[src/rtl/cfg_addr_pkg.sv]
// Package: shared constants and types for the configuration address generator.
// Assumes a 32-bit local-bus address and a 16-bit window-map register.
package cfg_addr_pkg;
    localparam int unsigned ADDR_W = 32;
    localparam int unsigned MAP_W  = 16;
    localparam int unsigned BUS_W  = 8;
    localparam int unsigned DEV_W  = 5;
    localparam int unsigned FN_W   = 3;
    localparam int unsigned OFF_W  = 8;
    localparam int unsigned DATA_W = 32;

    // Map codes: config cycle, low address bits forced zero / taken from config register
    localparam logic [15:0] MAP_TYPE0 = 16'h000A;
    localparam logic [15:0] MAP_TYPE1 = 16'h000B;

    typedef enum logic [1:0] {
        ST_IDLE = 2'd0,
        ST_MAP  = 2'd1,
        ST_DATA = 2'd2,
        ST_WAIT = 2'd3
    } seq_state_t;
endpackage

[src/rtl/cfg_addr_encode.sv]
// Module: cfg_addr_encode
// Combinational encoder. It builds the address and map value for one configuration
// access from captured request fields. It assumes the caller has already refused
// type 0 devices whose select bit would fall above the address MSB.
module cfg_addr_encode
    import cfg_addr_pkg::*;
#(
    parameter int unsigned AW       = ADDR_W,
    parameter int unsigned MW       = MAP_W,
    parameter int unsigned BW       = BUS_W,
    parameter int unsigned DW       = DEV_W,
    parameter int unsigned FW       = FN_W,
    parameter int unsigned OW       = OFF_W,
    parameter int unsigned MAP_FROM = 24,
    parameter int unsigned MAP_SHR  = 16
) (
    input  logic [AW-1:0] base,
    input  logic [BW-1:0] bus,
    input  logic [DW-1:0] dev,
    input  logic [FW-1:0] fn,
    input  logic [OW-1:0] off,
    output logic [AW-1:0] addr,
    output logic [MW-1:0] map
);
    localparam int unsigned FN_LSB  = OW;
    localparam int unsigned DEV_LSB = OW + FW;
    localparam int unsigned BUS_LSB = DEV_LSB + DW;
    localparam int unsigned SEL_LSB = DEV_LSB;

    logic [AW-1:0] sel_vec;
    logic [AW-1:0] sel_lo;
    logic [AW-1:0] sel_hi_full;
    logic [MW-1:0] map_sel;
    logic [AW-1:0] common;

    // One-hot device select: bit i is set when dev == i - SEL_LSB
    for (genvar i = 0; i < int'(AW); i++) begin : g_sel
        if (i >= int'(SEL_LSB)) begin : g_on
            assign sel_vec[i] = (dev == DW'(i - int'(SEL_LSB)));
        end else begin : g_off
            assign sel_vec[i] = 1'b0;
        end
    end

    assign sel_lo      = {{(AW-MAP_FROM){1'b0}}, sel_vec[MAP_FROM-1:0]};
    assign sel_hi_full = {sel_vec[AW-1:MAP_FROM], {MAP_FROM{1'b0}}};
    assign map_sel     = MW'(sel_hi_full >> MAP_SHR);
    assign common      = base | (AW'(fn) << FN_LSB) | AW'(off);

    // Select cycle type from bus number and assemble address and map value
    always_comb begin
        if (bus == '0) begin
            addr = common | sel_lo;
            map  = MW'(MAP_TYPE0) | map_sel;
        end else begin
            addr = common | (AW'(bus) << BUS_LSB) | (AW'(dev) << DEV_LSB);
            map  = MW'(MAP_TYPE1);
        end
    end
endmodule

[src/rtl/cfg_split_seq.sv]
// Module: cfg_split_seq
// Access sequencer. Per access it gives a map strobe, then a data strobe, then waits
// for an acknowledge. A wide request repeats this once for the upper half. It assumes
// `bad` is valid in the same cycle as `start`.
module cfg_split_seq
    import cfg_addr_pkg::*;
(
    input  logic clk,
    input  logic rst_n,
    input  logic start,
    input  logic wide,
    input  logic bad,
    input  logic ack,
    output logic accept,
    output logic map_stb,
    output logic data_stb,
    output logic busy,
    output logic upper,
    output logic err
);
    seq_state_t state;
    logic       wide_q;

    assign busy     = (state != ST_IDLE);
    assign accept   = start && !busy && !bad;
    assign map_stb  = (state == ST_MAP);
    assign data_stb = (state == ST_DATA);

    // State advance, half tracking and error pulse
    always_ff @(posedge clk) begin
        if (!rst_n) begin
            state  <= ST_IDLE;
            wide_q <= 1'b0;
            upper  <= 1'b0;
            err    <= 1'b0;
        end else begin
            err <= 1'b0;
            case (state)
                ST_IDLE: begin
                    if (start && bad) begin
                        err <= 1'b1;
                    end else if (start) begin
                        state  <= ST_MAP;
                        wide_q <= wide;
                        upper  <= 1'b0;
                    end
                end
                ST_MAP: state <= ST_DATA;
                ST_DATA, ST_WAIT: begin
                    if (ack) begin
                        if (wide_q && !upper) begin
                            upper <= 1'b1;
                            state <= ST_MAP;
                        end else begin
                            upper <= 1'b0;
                            state <= ST_IDLE;
                        end
                    end else begin
                        state <= ST_WAIT;
                    end
                end
                default: state <= ST_IDLE;
            endcase
        end
    end
endmodule

[src/rtl/cfg_addr_gen.sv]
// Module: cfg_addr_gen (top)
// Configuration address generator. It captures a request, refuses type 0 devices
// with no room for their select bit, and drives address, map value and half-word
// data through the sequencer's strobes. It assumes the request fields are only
// sampled in the cycle where req_valid is seen while idle.
module cfg_addr_gen
    import cfg_addr_pkg::*;
#(
    parameter int unsigned AW = ADDR_W,
    parameter int unsigned MW = MAP_W,
    parameter int unsigned BW = BUS_W,
    parameter int unsigned DW = DEV_W,
    parameter int unsigned FW = FN_W,
    parameter int unsigned OW = OFF_W,
    parameter int unsigned XW = DATA_W
) (
    input  logic          clk,
    input  logic          rst_n,
    input  logic          req_valid,
    input  logic          req_we,
    input  logic          req_wide,
    input  logic [BW-1:0] req_bus,
    input  logic [DW-1:0] req_dev,
    input  logic [FW-1:0] req_fn,
    input  logic [OW-1:0] req_off,
    input  logic [XW-1:0] req_wdata,
    input  logic [AW-1:0] cfg_base,
    input  logic          acc_ack,
    output logic          map_stb,
    output logic          data_stb,
    output logic [AW-1:0] out_addr,
    output logic [MW-1:0] out_map,
    output logic [XW/2-1:0] out_wdata,
    output logic          out_we,
    output logic          busy,
    output logic          err
);
    localparam int unsigned HW        = XW / 2;
    localparam int unsigned HALF_STEP = HW / 8;
    localparam int unsigned SEL_LSB   = OW + FW;
    localparam int unsigned DEV_MAX   = AW - 1 - SEL_LSB;

    logic          accept;
    logic          upper;
    logic          in_bad;
    logic [AW-1:0] q_base;
    logic [BW-1:0] q_bus;
    logic [DW-1:0] q_dev;
    logic [FW-1:0] q_fn;
    logic [OW-1:0] q_off;
    logic [XW-1:0] q_wdata;
    logic          q_we;
    logic [OW-1:0] cur_off;

    // Refuse type 0 devices whose select bit lies above the address MSB
    assign in_bad = (req_bus == '0) && (32'(req_dev) > DEV_MAX);

    // Capture request fields on acceptance
    always_ff @(posedge clk) begin
        if (!rst_n) begin
            q_base  <= '0;
            q_bus   <= '0;
            q_dev   <= '0;
            q_fn    <= '0;
            q_off   <= '0;
            q_wdata <= '0;
            q_we    <= 1'b0;
        end else if (accept) begin
            q_base  <= cfg_base;
            q_bus   <= req_bus;
            q_dev   <= req_dev;
            q_fn    <= req_fn;
            q_off   <= req_off;
            q_wdata <= req_wdata;
            q_we    <= req_we;
        end
    end

    // Offset and data half for the access in progress
    always_comb begin
        cur_off   = upper ? (q_off + OW'(HALF_STEP)) : q_off;
        out_wdata = upper ? q_wdata[XW-1:HW] : q_wdata[HW-1:0];
    end

    assign out_we = q_we;

    cfg_split_seq u_seq (
        .clk      (clk),
        .rst_n    (rst_n),
        .start    (req_valid),
        .wide     (req_wide),
        .bad      (in_bad),
        .ack      (acc_ack),
        .accept   (accept),
        .map_stb  (map_stb),
        .data_stb (data_stb),
        .busy     (busy),
        .upper    (upper),
        .err      (err)
    );

    cfg_addr_encode #(
        .AW (AW), .MW (MW), .BW (BW), .DW (DW), .FW (FW), .OW (OW)
    ) u_enc (
        .base (q_base),
        .bus  (q_bus),
        .dev  (q_dev),
        .fn   (q_fn),
        .off  (cur_off),
        .addr (out_addr),
        .map  (out_map)
    );
endmodule

[config.mk]
export PLATFORM = sky130hd
export DESIGN_NAME = cfg_addr_gen
export DESIGN_NICKNAME = d
export VERILOG_FILES = /design/src/rtl/cfg_addr_pkg.sv /design/src/rtl/cfg_addr_encode.sv /design/src/rtl/cfg_split_seq.sv /design/src/rtl/cfg_addr_gen.sv
export SDC_FILE = /design/constraint.sdc
export NUM_CORES = 1
export LEC_CHECK = 0
export ABC_AREA = 1
export BUFFER_PORTS_ARGS = -buffer_cell sky130_fd_sc_hd__buf_2
export CAP_MARGIN = 40
export CORE_ASPECT_RATIO = 0.7
export CORE_UTILIZATION = 44
export CTS_CLUSTER_SIZE = 30
export DETAILED_ROUTE_END_ITERATION = 16
export GPL_TIMING_DRIVEN = 0
export PLACE_DENSITY = 0.71
export SYNTH_ARGS = -nofsm -noshare
export SYNTH_HDL_FRONTEND = slang
export SYNTH_HIERARCHICAL = 1
export SYNTH_SLANG_ARGS = --single-unit
[constraint.sdc]
create_clock -name clk -period 1.95 [get_ports clk]
set_input_delay 0.2925 -clock clk [delete_from_list [all_inputs] [get_ports clk]]
set_output_delay 0.2925 -clock clk [all_outputs]
set_load 0.05 [all_outputs]
======== After elaboration in Yosys (flattened, before gate mapping) ========
Index checks and enable logic that the tools add are counted.
storage, ports and cells
  output and inout bits ................... 69
  bits of input ports ..................... 94
  register bits after elaboration ......... 94
operators by class
  bitwise logic cells ..................... 6
  reductions and logical operators ........ 19
  magnitude comparators ................... 1
  $add $sub $neg .......................... 1
  eq/ne operators ......................... 26
  mux-type cells .......................... 15
operators with widths
  operator                                                          number
  32-bit by 24-bit OR with 32-bit output                            2
  5-bit by 4-bit == test with 1-bit output (second input constant)  8
  16-bit 2-to-1 mux                                                 2
  32-bit 2-to-1 mux                                                 1
  32-bit by 11-bit OR with 32-bit output                            1
  32-bit by 16-bit OR with 32-bit output                            1
  32-bit by 8-bit OR with 32-bit output                             1
  5-bit == test (second input constant)                             5
  5-bit by 3-bit == test with 1-bit output (second input constant)  4
  8-bit zero test                                                   2
  5-bit by 2-bit == test with 1-bit output (second input constant)  2
  8-bit by 2-bit adder with 8-bit output (second input constant)    1
  8-bit 2-to-1 mux                                                  1
  1-bit 2-to-1 mux                                                  6
  2-bit 2-to-1 mux                                                  3
  2-bit != test (second input constant)                             3
  2-bit case mux with 3 select lines                                1
  5-bit by 1-bit == test with 1-bit output (second input constant)  1
  5-bit > comparator (second input constant)                        1
  1-bit logical AND                                                 5
  5-bit zero test                                                   1
  2-bit == test (second input constant)                             2
  2-bit AND reduction                                               2
  4-bit AND reduction                                               1
  other kinds (8)                                                   11

======== Depth between registers and ports, before layout ========
  word-level depth ........................ 6
  mapped depth ............................ 14

======== By module ========
The synthesis kept the hierarchy.
modules (own cells, without submodules)
  module           seq. area each (um^2)  cells an instance  times used  area each (um^2)
  cfg_addr_gen     1,781.7                459                1           3,459.6
  cfg_addr_encode  0.0                    142                1           666.9
  cfg_split_seq    100.1                  33                 1           249.0

======== Worst setup path after synthesis ========
OpenSTA, ideal clock, no wires.
  path type ............................... flip-flop to output port
  start point ............................. reg u_seq.upper
  end point ............................... out out_wdata[0]
  data required time ...................... 1.657 ns
  arrival ................................. 1.722 ns
  slack ................................... -0.064 ns
  buffers on the path ..................... 2
  cell stages (with the launch flop) ...... 4
  path through ............................ dfxtp_1 buf_4 clkbuf_1 o21ai_0
on the way
  word-level cells in the longest chain between the ends .. 1
ends and longest elaborated chain
  item                    line                 text
  from (decl)             cfg_split_seq.sv:18  output logic upper,
  from (signal assigned)  cfg_split_seq.sv:34  upper <= 1'b0;
  from (signal assigned)  cfg_split_seq.sv:45  upper <= 1'b0;
  from (signal assigned)  cfg_split_seq.sv:52  upper <= 1'b1;
  16-bit 2-to-1 mux       cfg_addr_gen.sv:82   out_wdata = upper ? q_wdata[XW-1:HW] : q_wdata[HW-1:0];
  to (decl)               cfg_addr_gen.sv:33   output logic [XW/2-1:0] out_wdata,
Every way passes these cells.

======== Worst setup path after layout ========
  start point ............................. reg q_off[2]
  end point ............................... out out_addr[5]
on the way
  word-level cells in the longest chain between the ends .. 6
ends and longest elaborated chain
  item                                      line                   text
  from (decl)                               cfg_addr_gen.sv:50     logic [OW-1:0] q_off;
  from (signal assigned)                    cfg_addr_gen.sv:73     q_off <= req_off;
  8-bit by 2-bit adder with 8-bit output *  cfg_addr_gen.sv:81     cur_off = upper ? (q_off + OW'(HALF_STEP)) : q_off;
  8-bit 2-to-1 mux *                        cfg_addr_gen.sv:81
  via cur_off[5]                            cfg_addr_gen.sv:53     logic [OW-1:0] cur_off;
  32-bit by 8-bit OR with 32-bit output *   cfg_addr_encode.sv:48  assign common = base | (AW'(fn) << FN_LSB) | AW'(off);
  32-bit by 24-bit OR with 32-bit output    cfg_addr_encode.sv:56  addr = common | (AW'(bus) << BUS_LSB) | (AW'(dev) << DEV_LSB);
  32-bit by 16-bit OR with 32-bit output    cfg_addr_encode.sv:56
  32-bit 2-to-1 mux *                       cfg_addr_encode.sv:52  if (bus == '0) begin
  to (decl)                                 cfg_addr_gen.sv:31     output logic [AW-1:0] out_addr,
The timed path passes the listed nets; every way through them passes the cells marked *.

==> flow_summary_export.csv <==
group,metric,value,unit
outcome,status,"complete, no violations",
layout,stdcell_area,0.00594,sq mm
clock_network,cts_max_path_buffers,2,
layout,antennaDiodeCount,0,
logic_synthesis,syn_avg_cell_area,6.90,sq um
die,core_area,0.00968,sq mm
die,die_h,85.4,microns
critical_path,critPathSlowestCell,"dfxtp_4",
critical_path,crit_type,"register to output pin",
layout,drive_gt1_frac,0.328,
logic_synthesis,synth_cells,634,
critical_path,crit_path_cell_trace,"ha_4 > nand2_4 > nor2_4 > buf_4 > xor2_1 > or2_4 > buf_8",
power,power.leakage,3.01,nW
critical_path,slowest_delay,0.36,ns
placement,hpwl,9020,microns
logic_synthesis,ys_types,29,
layout,final_nets,909,
routing,drt_iter0_markers,257,
global_routing,grt_pass1_wl,19200,microns
routing,drc,0,
routing,drt_wl_total,12100,microns
global_routing,antenna_found_initial,0,
global_routing,grt_pass1_vias,4106,
placement,gp_congestion,0.885,
sta,timing.final.ws_setup,0.0158,ns
die,pin_count,163,
placement,port-buffer-count,155,
clock_network,cts_tree,"yes",
sta,rsz0062_at_grt,"yes",
die,die_area,0.0104,sq mm
critical_path,cp_max_fo,3,
clock_network,clock_latency,0.35,ns
global_routing,use_met2,0.372,
critical_path,crit_arrival,1.64,ns
critical_path,end_kind,"output pin",
critical_path,worst_ep_required_time,1.66,ns
routing,vias,4563,
die,fp.dieW,121,microns
placement,post_dp_cell_area,0.00533,sq mm
clock_network,cts.sinks,94,
min_path,min_path_type,"input port to register",
critical_path,reg2reg_depth,7,
flow_run,maxCapViolCount,0,
sta,holdWs,0.166,ns
power,vdd_ir_drop_max,0.574,mV
routing,via_per_inst,4.82,
die,initial_core_util,0.452,
clock_network,clk_pin_slew_worst_paths,0.07,ns
sta,hold_viol,0,
sta,period_share,0.992,
global_routing,globalRouteMet1Util,0.324,
global_routing,top_usage_layer,"met2",
routing,ant_nets,0,
logic_synthesis,yosys_warnings,6,
sta,clock_skew,0.00597,ns
critical_path,worst_setup_path_start_kind,"register",
logic_synthesis,ys_ff_latch,94,
die,rows,30,
global_routing,use_met3,0.0625,
placement,pre_cts_slack,-0.0872,ns
sta,setup_viol,0,
clock_network,clockRootBuffer,"clkbuf_16",
global_routing,grt_max_degree,16,
global_routing,gr-total-overflow,0,
sta,fmaxAchievable,0.517,GHz
global_routing,grt_usage,0.239,
routing,wl_per_cell,12.8,microns
logic_synthesis,synth_area,0.00438,sq mm
clock_network,h-tree-depth,3,
logic_synthesis,ys_seq_area_frac,0.430,
layout,syn_to_final_growth,35.7,%
sta,post-route-min-period,1.93,ns
sta,finalMaxSlewViolations,0,
power,total_power,6.19,mW
routing,drt-pass1-iter-count,6,
power,p_per_area,1040,mW/mm^2
clock_network,cts_made_buffers,9,
min_path,min_path_cells,3,
per-stage QoR:
stage | TNS, ns | utilization | std cells
2_1_floorplan | -0.641 | - | 639
3_3_place_gp | -0.295 | 0.550 | 922
3_5_place_dp | -2.43 | 0.550 | 922
4_1_cts | -0.0484 | 0.596 | 943
5_1_grt | -0.239 | 0.613 | 946
6_report | 0 | 0.613 | 946
worst max-delay path, delay by kind of cell, from the launching register on:
kind / cells / cell delay [ns]
buffers and inverters: 2 / 0.28
adder cells (fa/ha/maj): 1 / 0.16
flip-flops: 1 / 0.36
AND/OR/NAND/NOR: 3 / 0.35
XOR/XNOR: 1 / 0.14
path summary, 6_finish.rpt:
| check | startpoint | end | slack (ns) |
|---|---|---|---|
| max | q_off[2]$_SDFFE_PN0P_ | out_addr[5] | 0.02 |
| min | req_wdata[17] | q_wdata[17]$_SDFFE_PN0P_ | 0.17 |
| max reg2reg | u_seq/state[1]$_SDFFE_PN0P_ | q_off[1]$_SDFFE_PN0P_ | 0.46 |
| min reg2reg | q_wdata[15]$_SDFFE_PN0P_ | q_wdata[15]$_SDFFE_PN0P_ | 0.46 |
registers in the layout (all words and copies together), names as in the netlist:
name / flops
out_we: 1
q_base: 32
q_bus: 8
q_dev: 5
q_fn: 3
q_off: 8
q_wdata: 32
u_seq/err: 1
u_seq/state: 2
u_seq/upper: 1
u_seq/wide_q: 1
kinds of logic (layout without fill, tap and decap cells):
logic type,after synthesis,in the layout,synth area share
and+or+nand+nor,300,300,0.283
xor gates and xnor gates,4,4,0.00801
AOI/OAI and AO/OA,135,135,0.156
adders and majority gates,1,1,0.00286
buffers and inverters,98,277,0.118
DFF,94,94,0.430
other,2,7,0.00172
cells in the mapped netlist:
cell        n  area share
xor2_1      4      0.0080
dfxtp_1    94        0.43
inv_6       1      0.0020
buf_6       7       0.018
nor2_2      2      0.0029
nand2_4     1      0.0026
nor2_4      1      0.0026
clkbuf_2    6      0.0069
a31oi_1     1      0.0014
ha_1        1      0.0029
clkbuf_1    1     0.00086
inv_2       2      0.0017
nand2_2     3      0.0043
conb_1      2      0.0017
o21ai_1    12       0.014
buf_4      17       0.029
o21ai_0   100        0.11
nor2_8      2      0.0092
nor3b_1     1      0.0017
nand3_1    12       0.014
a21oi_1    20       0.023
inv_1      47       0.040
nor3_1      2      0.0023
nand2_1    83       0.071
o21a_1      1      0.0017
buf_2      17       0.019
nor2_1    181        0.16
a21oi_2     1      0.0020
or2_2      12       0.017
placed cells by master, fill, tap and decap left out, types with 2 or more instances in the layout:
cell        netlist  final
nor3_1            2      2
o21ai_0         100     96
buf_6             7     15
bufinv_16         0      2
inv_2             2      2
xor2_1            4      4
nor2_1          181    174
or2_4             0      3
clkbuf_16         0      9
nor2_8            2      2
buf_4            17     38
clkbuf_2          6      7
inv_1            47     47
buf_2            17    144
dfxtp_1          94     88
nand2_2           3      3
nand3_1          12     11
dfxtp_2           0      5
a21oi_1          20     20
clkinvlp_4        0      2
buf_8             0      3
clkbuf_4          0      4
nor2_2            2      5
nand2_4           1      2
nand2_1          83     82
or2_2            12      9
nor2_4            1      5
o21ai_1          12     16
conb_1            2      7
metal layers:
metal  part of all wire  vias to the layer above
met1               0.47                     2073
li1                   -                     2333
met3              0.067                       13
met5                  0                        -
met4             0.0091                        0
met2               0.45                      144
area by class of cell:
cell class | count | area [sq um]
fill | 921 | 3750
multi-input combinational | 447 | 2060
sequential | 94 | 1890
timing repair buffer | 165 | 977
buffer | 47 | 328
clock buffer | 10 | 239
inverter | 50 | 193
tap | 128 | 160
clock inverter | 5 | 83.8
repair_timing:
action / 4_1_cts / 5_1_grt
endpoints found under the setup margin: 21 / 37
pin swaps: 4 / 9
buffers inserted: 6 / 4
gates resized for setup: 26 / 55
hold buffers: 0 / 0
power breakdown:
group          switching (mW)  total (mW)  internal [mW]
registers               0.130        2.27           2.14
logic                    1.36        2.03          0.665
clock network           0.739        1.89           1.15
Note: power is estimated with default switching activity, not from simulation.
